### src/rtl/ep_csr_pkg.sv
package ep_csr_pkg;

    typedef enum logic [1:0] {
        KIND_CTRL = 2'b00,
        KIND_ISO  = 2'b01,
        KIND_BULK = 2'b10,
        KIND_INTR = 2'b11
    } ep_kind_e;

    typedef struct packed {
        logic     en;
        logic     nak_ie;
        logic     nak_out;
        logic     nak_in;
        logic     tgl;
        logic     dir_in;
        ep_kind_e kind;
    } ep_reg_t;

    localparam ep_reg_t EP_RESET = '{en: 1'b1, nak_ie: 1'b0, nak_out: 1'b0,
                                     nak_in: 1'b0, tgl: 1'b0, dir_in: 1'b0,
                                     kind: KIND_CTRL};

    function automatic logic eff_dir_in(input ep_reg_t r);
        return r.dir_in && (r.kind != KIND_CTRL);
    endfunction

    function automatic logic wants_irq(input ep_reg_t r);
        return r.nak_ie && (r.nak_out || r.nak_in);
    endfunction

endpackage

### src/rtl/ep_sel_reg.sv
module ep_sel_reg #(
    parameter int W = 3
) (
    input  logic         clk,
    input  logic         rst,
    input  logic         we,
    input  logic [W-1:0] wdata,
    output logic [W-1:0] q
);
    always_ff @(posedge clk) begin
        if (rst)     q <= '0;
        else if (we) q <= wdata;
    end

    assert_sel_hold_R3: assert property (@(posedge clk) disable iff (rst)
        !we |=> $stable(q));
    assert_sel_load_R3: assert property (@(posedge clk) disable iff (rst)
        we |=> q == $past(wdata));
endmodule

### src/rtl/ep_slot.sv
module ep_slot
    import ep_csr_pkg::*;
(
    input  logic    clk,
    input  logic    rst,
    input  logic    wr,
    input  ep_reg_t wdata,
    input  logic    set_out,
    input  logic    set_in,
    input  logic    pid_vld,
    input  logic    pid_d1,
    output ep_reg_t q
);
    always_ff @(posedge clk) begin
        if (rst) begin
            q <= EP_RESET;
        end else begin
            if (wr) begin
                q.en     <= wdata.en;
                q.nak_ie <= wdata.nak_ie;
                q.dir_in <= wdata.dir_in;
                q.kind   <= wdata.kind;
            end
            if (set_out)                 q.nak_out <= 1'b1;
            else if (wr && !wdata.nak_out) q.nak_out <= 1'b0;
            if (set_in)                  q.nak_in <= 1'b1;
            else if (wr && !wdata.nak_in)  q.nak_in <= 1'b0;
            if (pid_vld)                 q.tgl <= pid_d1;
        end
    end

    assert_out_set_wins_R7: assert property (@(posedge clk) disable iff (rst)
        set_out |=> q.nak_out);
    assert_in_set_wins_R7: assert property (@(posedge clk) disable iff (rst)
        set_in |=> q.nak_in);
    assert_out_rise_cause_R5: assert property (@(posedge clk) disable iff (rst)
        $rose(q.nak_out) |-> $past(set_out));
    assert_out_clear_cause_R6: assert property (@(posedge clk) disable iff (rst)
        $fell(q.nak_out) |-> ($past(wr) && !$past(wdata.nak_out)));
    assert_in_clear_cause_R6: assert property (@(posedge clk) disable iff (rst)
        $fell(q.nak_in) |-> ($past(wr) && !$past(wdata.nak_in)));
    assert_tgl_follow_R8: assert property (@(posedge clk) disable iff (rst)
        pid_vld |=> q.tgl == $past(pid_d1));
    assert_tgl_hold_R8: assert property (@(posedge clk) disable iff (rst)
        !pid_vld |=> $stable(q.tgl));
endmodule

### src/rtl/ep_irq_merge.sv
module ep_irq_merge
    import ep_csr_pkg::*;
#(
    parameter int N = 8
) (
    input  ep_reg_t regs [N],
    output logic    irq
);
    logic [N-1:0] req;

    for (genvar i = 0; i < N; i++) begin : g_req
        assign req[i] = wants_irq(regs[i]);
    end

    assign irq = |req;
endmodule

### src/rtl/ep_csr_bank.sv
module ep_csr_bank
    import ep_csr_pkg::*;
#(
    parameter int NUM_EP = 8,
    localparam int EPW   = (NUM_EP > 1) ? $clog2(NUM_EP) : 1
) (
    input  logic              clk,
    input  logic              rst,
    input  logic              sel_we,
    input  logic [EPW-1:0]    sel_wdata,
    output logic [EPW-1:0]    sel_rdata,
    input  logic              win_we,
    input  logic [7:0]        win_wdata,
    output logic [7:0]        win_rdata,
    input  logic              nak_out_evt,
    input  logic [EPW-1:0]    nak_out_ep,
    input  logic              nak_in_evt,
    input  logic [EPW-1:0]    nak_in_ep,
    input  logic              pid_evt,
    input  logic [EPW-1:0]    pid_ep,
    input  logic              pid_data1,
    output logic [NUM_EP-1:0] ep_en,
    output logic [2*NUM_EP-1:0] ep_kind,
    output logic [NUM_EP-1:0] ep_dir_in,
    output logic              irq
);
    logic [EPW-1:0] sel;
    ep_reg_t        regs [NUM_EP];
    ep_reg_t        wr_word;

    assign wr_word = ep_reg_t'(win_wdata);

    ep_sel_reg #(.W(EPW)) u_sel (
        .clk(clk), .rst(rst), .we(sel_we), .wdata(sel_wdata), .q(sel)
    );

    for (genvar i = 0; i < NUM_EP; i++) begin : g_ep
        ep_slot u_slot (
            .clk    (clk),
            .rst    (rst),
            .wr     (win_we && (sel == EPW'(i))),
            .wdata  (wr_word),
            .set_out(nak_out_evt && (nak_out_ep == EPW'(i))),
            .set_in (nak_in_evt && (nak_in_ep == EPW'(i))),
            .pid_vld(pid_evt && (pid_ep == EPW'(i))),
            .pid_d1 (pid_data1),
            .q      (regs[i])
        );
        assign ep_en[i]         = regs[i].en;
        assign ep_kind[2*i +: 2] = regs[i].kind;
        assign ep_dir_in[i]     = eff_dir_in(regs[i]);
    end

    ep_irq_merge #(.N(NUM_EP)) u_irq (.regs(regs), .irq(irq));

    always_comb begin
        win_rdata = 8'h00;
        for (int i = 0; i < NUM_EP; i++)
            if (sel == EPW'(i)) win_rdata = regs[i];
    end
    assign sel_rdata = sel;

    assert_reset_view_R1: assert property (@(posedge clk) disable iff (rst)
        $past(rst) |-> (win_rdata == 8'h80 && sel_rdata == '0 && !irq));
    assert_irq_cause_R9: assert property (@(posedge clk) disable iff (rst)
        $rose(irq) |-> $past(nak_out_evt || nak_in_evt || win_we));
    assert_ctrl_dir_R4: assert property (@(posedge clk) disable iff (rst)
        (win_rdata[1:0] == 2'b00) |-> !ep_dir_in[sel]);
endmodule

### config.mk
export PLATFORM = sky130hd
export DESIGN_NAME = ep_csr_bank
export DESIGN_NICKNAME = d
export VERILOG_FILES = /design/src/rtl/ep_csr_pkg.sv /design/src/rtl/ep_sel_reg.sv /design/src/rtl/ep_slot.sv /design/src/rtl/ep_irq_merge.sv /design/src/rtl/ep_csr_bank.sv
export SDC_FILE = /design/constraint.sdc
export NUM_CORES = 1
export LEC_CHECK = 0
export CAP_MARGIN = 20
export CORE_MARGIN = 2
export CORE_UTILIZATION = 31
export DETAILED_ROUTE_END_ITERATION = 6
export PLACE_DENSITY = 0.61
export SYNTH_ARGS = -nofsm -noshare
export SYNTH_HDL_FRONTEND = slang
export SYNTH_SLANG_ARGS = --single-unit
### constraint.sdc
create_clock -name clk -period 1.81 [get_ports clk]
set_clock_uncertainty 0.05 [all_clocks]
set_input_delay 0.2715 -clock clk [delete_from_list [all_inputs] [get_ports clk]]
set_output_delay 0.2715 -clock clk [all_outputs]
set_load 0.02 [all_outputs]
# Word-level counts from Yosys, hierarchy flattened

Cells that the tools add are included.

Flip-flop bits (word level): 67
Latch bits: 0
Bits in writable memories: 0
ROM bits: 0
Input port bits: 28
Output and inout port bits: 44
Word-level logic and storage cells: 228
Memories kept: 0

Add/subtract/negate cells: 0
$mul: 0
Divide/modulo/power cells: 0
Magnitude comparators: 0
Equal/unequal tests: 28
Shift operators: 0
Multiplexer cells: 40
Bitwise logic cells: 0
Reduce and logical (&&, ||, !) cells: 103

Operators with widths:

| cell                                          | count |
|---|---|
| logical AND 1 bit                             | 64 |
| two-way mux 8 bit                             | 8 |
| == test 3 bit, second input constant          | 16 |
| nonzero test 2 bit                            | 24 |
| two-way mux 1 bit                             | 32 |
| == test 3 x 2 -> 1 bit, second input constant | 8 |
| == test 3 x 1 -> 1 bit, second input constant | 4 |
| zero test 3 bit                               | 4 |
| logical OR 1 bit                              | 8 |
| OR reduction 8 bit                            | 1 |
| zero test 1 bit                               | 2 |

# Longest topological paths before layout

Gate-level depths: netlist of run 1.

Word-level depth: 9
Mapped depth: 7
Gate-level depth less buffers: 4

# Cells and area by module

From an unflattened synthesis of run 1, not the netlist that was laid out.

Cell total of the unflattened synthesis: 390
Area, all modules: 3741.1 µm²

By module, submodules not included:

| module       | times used | cells each | area each (µm²) | seq. area each (µm²) |
|---|---|---|---|---|
| ep_slot      | 8          | 28         | 312.8           | 160.2 |
| ep_csr_bank  | 1          | 146        | 1078.5          | 0.0 |
| ep_sel_reg   | 1          | 9          | 101.3           | 60.1 |
| ep_irq_merge | 1          | 11         | 58.8            | 0.0 |

# Least setup slack after synthesis of run 1

Ideal clock, no wire load.

Path type: reg-to-output
Start point: register u_sel.q[0]
End point: output port win_rdata[1]
Arrival time: 1.570 ns
Data required time: 1.488 ns
Setup slack: -0.082 ns
Cell stages (with the launch flop): 7
Path buffers: 2
Cells stage by stage: dfxtp_1 > buf_2 > buf_4 > and2b_1 > a2bb2oi_1 > o211a_1 > a21oi_1

Longest elaborated chain between the ends: 9
Elaborated cells on any way between the ends: 16
Those cells by class: 7 x eq/ne; 8 x mux; 1 x reduce/logical

RTL lines:

| element                         | line              | RTL |
|---|---|---|
| from (decl)                     | ep_sel_reg.sv:8   | `output logic [W-1:0] q` |
| from (signal assigned)          | ep_sel_reg.sv:12  | `else if (we) q <= wdata;` |
| zero test 3 bit                 | ep_csr_bank.sv:59 | `if (sel == EPW'(i)) win_rdata = regs[i];` |
| two-way mux 8 bit (7 in series) | ep_csr_bank.sv:59 |  |
| two-way mux 8 bit *             | ep_csr_bank.sv:59 |  |
| to (decl)                       | ep_csr_bank.sv:14 | `output logic [7:0] win_rdata,` |

Every way passes the cells marked *; elsewhere a longest branch is shown, timed or not.

# Final worst setup path of run 1

Start point: register u_sel.q[1]
End point: output port win_rdata[4]

The elaborated chain is that of the path after synthesis.

==> results.md, run 1 <==
- Status: finished, violations left
- Failing checks: setup timing
- Worst-Skew Late Latency: 330 ps
- Post-synthesis sequential area ratio: 38.34%
- RSZ-0062 raised after global routing: yes
- Crit Path Class: reg2out
- Achievable frequency: 0.5138 GHz
- Antenna Cells: 0
- Starting DRC count in detailed routing: 148
- Max_slew headroom: 71.16%
- Share of flip-flops with an asynchronous set or reset: 0%
- # H-tree levels: 3
- Sink Count: 67
- Pleak: 2.126 nW
- WHS: 290.3 ps
- Max Slew Vio Count: 0
- Syn_nets: 439
- Max-capacitance violation count: 0
- CP max stage cell: dfxtp_4
- Max incr delay on CP: 380 ps
- Global-route usage over all layers: 17.56%
- Largest net degree at the start of global routing: 28
- Largest area contributor in the netlist: dfxtp_1
- Ports: 72
- Critical Path Start Type: flip-flop
- Worst VDD drop: 330.4 uV
- IO Port Bufs: 70
- Congestion Overflow GR: 0
- Most frequent cell after synthesis: dfxtp_1
- P&R area growth vs syn: 43.56%
- Avg Inst Size Synth: 8.512 sq um
- Vias/cell: 5.105
- Routability Congestion: 0.8879
- Share of the synthesized area in the top cell type: 38.34%
- Area of the core: 0.01094 sq mm
- Delay-heaviest family, CP: compound AO/OA/AOI/OAI gates
- Core Util, Final: 45.93%
- Die X: 110.2 microns
- Critical Path RT: 1490 ps
- Seq cells post-synth: 67
- Synth area leaders: dfxtp_1 (38%), mux2i_1 (12%), buf_4 (6.2%)
- Clk slew on worst S/H paths: 50 ps
- CTS tree: built
- Pwr Density: 743.9 mW/mm^2
- Final hold viol count: 0
- Initial antenna violation count: 0
- Critical Path AT: 1620 ps
- Initial Utilization: 31.99%
- Hold/Removal Path Class: in2reg
- Hold Buf Count CTS: 0
- Final setup fails: 8
- Cell count after synthesis: 411
- Netlist cell types: 39
- Core Rows: 38
- Pwr Total: 3.736 mW
- Max clock buf depth: 2
- Post-Route WL: 10,490 microns
- Die area: 0.01215 sq mm
- Number of global-route vias before repair: 3,159
- DRC Markers: 0
- Share of cells above drive strength 1: 23.52%
- Main flop type after synthesis: dfxtp_1
- Post-synth EDFFs: 0
- Mapped cell area: 0.003498 sq mm
- Total CTS buffers: 9
- Fin crit period: 1946 ps
- Most frequent cells after synthesis: dfxtp_1 (67), mux2i_1 (43), nor2_1 (38), a21oi_1 (37), nand2_1 (37)
- Routed Antenna Nets: 0
- Critical Path End Type: output pin
- Worst slew pin tran: 431.2 ps
- First-pass DRT Iterations: 5
- Final WS setup: -136.4 ps
- Warnings from Yosys: 0
- WL/cell: 16.24 microns
- Worst path bufs/invs: 2
- Clock Tree Root: clkbuf_16
- First-pass GRT wire length: 16,170 microns
- Post-DP HPWL: 7488 microns
- Layout net count: 530
- Critical-path cell list: buf_8 > mux2i_1 > a2bb2oi_1 > o211a_1 > a21oi_2 > buf_4
- Die Span Y: 110.2 microns
- Crit-path max FO: 9
- Via count: 3,298
- Crit share post-route: 107.5%
-- kinds of logic (layout without fill, tap and decap cells) --
logic type	Yosys count	in the layout	synth area share, %
buffers and inverters	56	151	9.442
DFF	67	67	38.34
muxes	46	46	13.91
AOI/OAI and AO/OA	107	107	18.96
and+or+nand+nor	135	135	19.35
-- per-stage QoR --
stage                     instances  worst slack [ps]  area [sq um]  setup TNS, ps
final                           646            -136.4          5022         -752.6
after detailed placement        622            -300.8          4497          -2785
after global routing            646            -166.2          5022          -1206
after CTS                       644            -129.0          4875         -797.1
after global placement          622            -273.8          4497          -2501
after floorplan                 411             29.91          3521              0
-- worst reg2reg max path, cell delays in order (launching register included) --
cell	delay (ps)
dfxtp_4	370
buf_12	150
buf_4	180
nor2_4	220
nand3_2	300
o21ai_0	270
a21oi_1	90
-- cell usage in the layout, fill, tap and decap left out, types with 2 or more instances in the layout --
| master | synthesis | layout |
|---|---|---|
| nand2_2 | 0 | 3 |
| nor2_1 | 38 | 38 |
| buf_12 | 0 | 3 |
| nand2_4 | 0 | 2 |
| nand2_1 | 37 | 32 |
| dfxtp_1 | 67 | 64 |
| buf_4 | 29 | 49 |
| o211a_1 | 5 | 5 |
| o21a_1 | 8 | 8 |
| a21oi_2 | 0 | 8 |
| nand3_1 | 22 | 21 |
| mux4_2 | 2 | 2 |
| nand3_2 | 3 | 2 |
| o211ai_1 | 8 | 8 |
| nand4_1 | 5 | 5 |
| o21ai_1 | 0 | 4 |
| a21oi_1 | 37 | 29 |
| clkbuf_16 | 0 | 11 |
| clkdlybuf4s50_1 | 0 | 50 |
| clkbuf_1 | 13 | 2 |
| nor3_1 | 2 | 2 |
| inv_1 | 5 | 5 |
| a211oi_1 | 2 | 2 |
| nand4b_1 | 2 | 2 |
| a22o_1 | 5 | 5 |
| a2bb2oi_1 | 5 | 5 |
| dfxtp_4 | 0 | 3 |
| o21ai_0 | 31 | 26 |
| dlygate4sd2_1 | 0 | 10 |
| nand2b_1 | 2 | 2 |
| clkinv_2 | 0 | 3 |
| nor3b_1 | 2 | 2 |
| nor2b_1 | 13 | 12 |
| nand3_4 | 1 | 3 |
| buf_6 | 0 | 12 |
| buf_8 | 0 | 4 |
| mux2i_1 | 43 | 42 |
-- per-layer routing --
layer,share of wire (%),vias to the layer above,global-route usage [%]
met1,43,1549,22.14
met2,49,117,29.45
met5,0,-,0
met3,6.2,17,3.469
met4,1.8,0,6.964
li1,-,1615,-
-- repair_timing --
action / 4_1_cts / 5_1_grt
resized for setup: 84 / 27
setup endpoints to repair: 27 / 38
pin swaps: 10 / 4
setup buffers: 7 / 2
gates cloned: 0 / 2
-- final timing paths --
kind	start	slack [ps]	endpoint	depth (start not counted)
max	u_sel.q[1]	-140	win_rdata[4]	6
min	rst	290	g_ep[3].u_slot.q[3]	2
max reg2reg	u_sel.q[2]	70	g_ep[2].u_slot.q[5]	6
min reg2reg	g_ep[1].u_slot.q[6]	440	g_ep[1].u_slot.q[6]	2
-- area by class of cell --
| type | count | area (sq um) |
|---|---|---|
| Clock buffer | 12 | 246.5 |
| Clock inverter | 3 | 15.01 |
| Fill cell | 1071 | 5913 |
| Inverter | 5 | 18.77 |
| Multi-Input combinational cell | 288 | 1948 |
| Sequential cell | 67 | 1353 |
| Tap cell | 140 | 175.2 |
| Timing Repair Buffer | 131 | 1266 |
-- state kept, by name, indices dropped and copies added (netlist names) --
name,flops
u_sel.q,3
g_ep.u_slot.q,64
-- report_power, final --
part           internal, mW  switching [mW]
clock                 0.948           0.606
sequential             1.52          0.0359
combinational         0.313           0.317
No activity file was read; power rests on OpenSTA's default activity.
==> run 2: changes to the inputs <==
--- a/config.mk
+++ b/config.mk
@@ -10,6 +10,7 @@
 export CORE_UTILIZATION = 31
 export DETAILED_ROUTE_END_ITERATION = 6
 export PLACE_DENSITY = 0.61
+export SLEW_MARGIN = 20
 export SYNTH_ARGS = -nofsm -noshare
 export SYNTH_HDL_FRONTEND = slang
 export SYNTH_SLANG_ARGS = --single-unit
==> constraint.sdc (replaced) <==
create_clock -name clk -period 1.81 [get_ports clk]
set_clock_uncertainty 0.05 [all_clocks]
set_input_delay 0.2715 -clock clk [delete_from_list [all_inputs] [get_ports clk]]
set_output_delay 0.2715 -clock clk [all_outputs]
set_load 0.005 [all_outputs]
==> results.md, run 2 (synthesized netlist as in run 1, its figures left out) <==
- Status: finished, violations left
- Failing checks: setup timing
- Delay-heaviest family, CP: compound AO/OA/AOI/OAI gates
- Area of placed instances: 0.004385 sq mm
- Number of global-route vias before repair: 3,214
- Crit share post-route: 110.7%
- RSZ-0062 raised after global routing: yes
- Core Util, Final: 45.27%
- Multi-input gate area: 0.001924 sq mm
- Critical Path AT: 1680 ps
- Fillcell total: 1,057
- Met2 WL post-DR: 4895 microns
- CTS tree: built
- P&R area growth vs syn: 41.52%
- Achievable frequency: 0.4991 GHz
- Hold Buf Count CTS: 0
- Hold/Removal Path Class: in2reg
- Ports: 72
- WL met1: 4465 microns
- Non-filler cells, final: 640
- Top Registers: g_ep.u_slot.q (64), u_sel.q (3)
- Layout net count: 523
- Core Rows: 38
- Die Span Y: 110.2 microns
- Most flop-heavy register: g_ep.u_slot.q
- Die area: 0.01215 sq mm
- Worst slew pin tran: 370.8 ps
- Metal3 WL: 599 microns
- Placement Setup Slack: -257.3 ps
- Largest register FFs: 64
- First-pass GRT wire length: 16,370 microns
- Final WS setup: -193.5 ps
- Max incr delay on CP: 360 ps
- Largest net degree at the start of global routing: 31
- Worst path bufs/invs: 3
- Routability Congestion: 0.8351
- Critical Path RT: 1490 ps
- WL/cell: 15.82 microns
- Congestion Overflow GR: 0
- Post-DP HPWL: 7295 microns
- First-pass DRT Iterations: 4
- DRC Markers: 0
- Pwr Density: 811.0 mW/mm^2
- Reg area: 0.001350 sq mm
- Share of cells above drive strength 1: 22.40%
- Final setup fails: 8
- Vias/cell: 5.095
- Worst VDD drop: 457.3 uV
- Most common cell after layout, fill and taps aside: dfxtp_1
- Area of the core: 0.01094 sq mm
- Critical-path cell list: buf_12 > buf_6 > a21o_1 > a22oi_2 > a21oi_2 > o22a_1 > buf_2
- Starting DRC count in detailed routing: 143
- Final hold viol count: 0
- Final instance area: 0.004951 sq mm
- WHS: 262.7 ps
- # H-tree levels: 3
- Initial antenna violation count: 0
- Most frequent cells in the layout: dfxtp_1 (64), clkdlybuf4s50_1 (59), mux2i_1 (43), buf_4 (40), nor2_1 (38)
- Antenna Cells: 0
- Dpl cells: 612
- Max-capacitance violation count: 0
- Critical Path End Type: output pin
- Initial Utilization: 31.99%
- CP max stage cell: dfxtp_4
- Crit-path max FO: 5
- Worst-Skew Late Latency: 340 ps
- Max_slew headroom: 75.20%
- Max Slew Vio Count: 0
- Total CTS buffers: 9
- Critical Path Start Type: flip-flop
- Fin crit period: 2003 ps
- Post-Route WL: 10,130 microns
- Via count: 3,261
- Crit Path Class: reg2out
- Global-route usage over all layers: 17.52%
- DR top layer: met4
- Routed Antenna Nets: 0
- Clock Tree Root: clkbuf_16
- Max clock buf depth: 2
- Pleak: 2.040 nW
- Clk slew on worst S/H paths: 50 ps
- Sink Count: 67
- Die X: 110.2 microns
- IO Port Bufs: 70
-- run 2: cell count changes in the layout (fill, tap and decap cells not counted), moves of 3 or more --
cell	delta
buf_2	+9
buf_4	-9
buf_6	-3
buf_8	-4
clkdlybuf4s50_1	+9
dlygate4sd2_1	-9
-- run 2: worst paths after layout --
kind | depth (start not counted) | slack [ps] | end | start
worst min register to register | 2 | 440 | g_ep[1].u_slot.q[3] | g_ep[1].u_slot.q[3]
worst min-delay path | 3 | 260 | g_ep[3].u_slot.q[7] | rst
worst max-delay path | 7 | -190 | win_rdata[0] | u_sel.q[1]
worst max register to register | 7 | 110 | g_ep[6].u_slot.q[7] | u_sel.q[2]
-- run 2: worst register-to-register path, cell delays in order, from the launching register on --
cell,delay (ps)
dfxtp_2,360
buf_4,190
buf_4,190
and2b_2,250
nand3_4,200
buf_4,200
nand2_1,50
o211ai_1,80
-- run 2: area by class of cell --
type                    instances  share of cell area [%]
flip-flops and latches         67                   27.27
well taps                     140                   3.538
multi-input cells             288                   38.87
clock buffers                  12                   5.181
repair buffers                124                   23.30
inverters                       5                  0.3791
clock inverters                 4                   1.466
-- run 2: power by group --
group	internal [mW]	switching (mW)
logic	0.287	0.264
registers	1.52	0.0362
clock network	1.28	0.634
total	3.08	0.934
-- run 2: stage by stage --
stage | setup TNS [ps] | power (mW)
6_report | -1332 | 4.015
5_1_grt | -1739 | 4.150
4_1_cts | -1370 | 4.003
3_5_place_dp | -1595 | 2.072
3_3_place_gp | -1465 | 2.064
2_1_floorplan | 0 | 1.837
-- run 2: repair_timing --
item,4_1_cts,5_1_grt
buffers inserted,9,2
setup endpoints to repair,10,30
pin swaps,10,7
gates cloned,1,1
gates resized for setup,59,25
-- run 2: layer usage --
layer / vias up / global-route usage [%]
li1: 1606 / -
met1: 1532 / 22.33
met2: 110 / 29.40
met3: 13 / 3.233
met4: 0 / 6.607
met5: - / 0
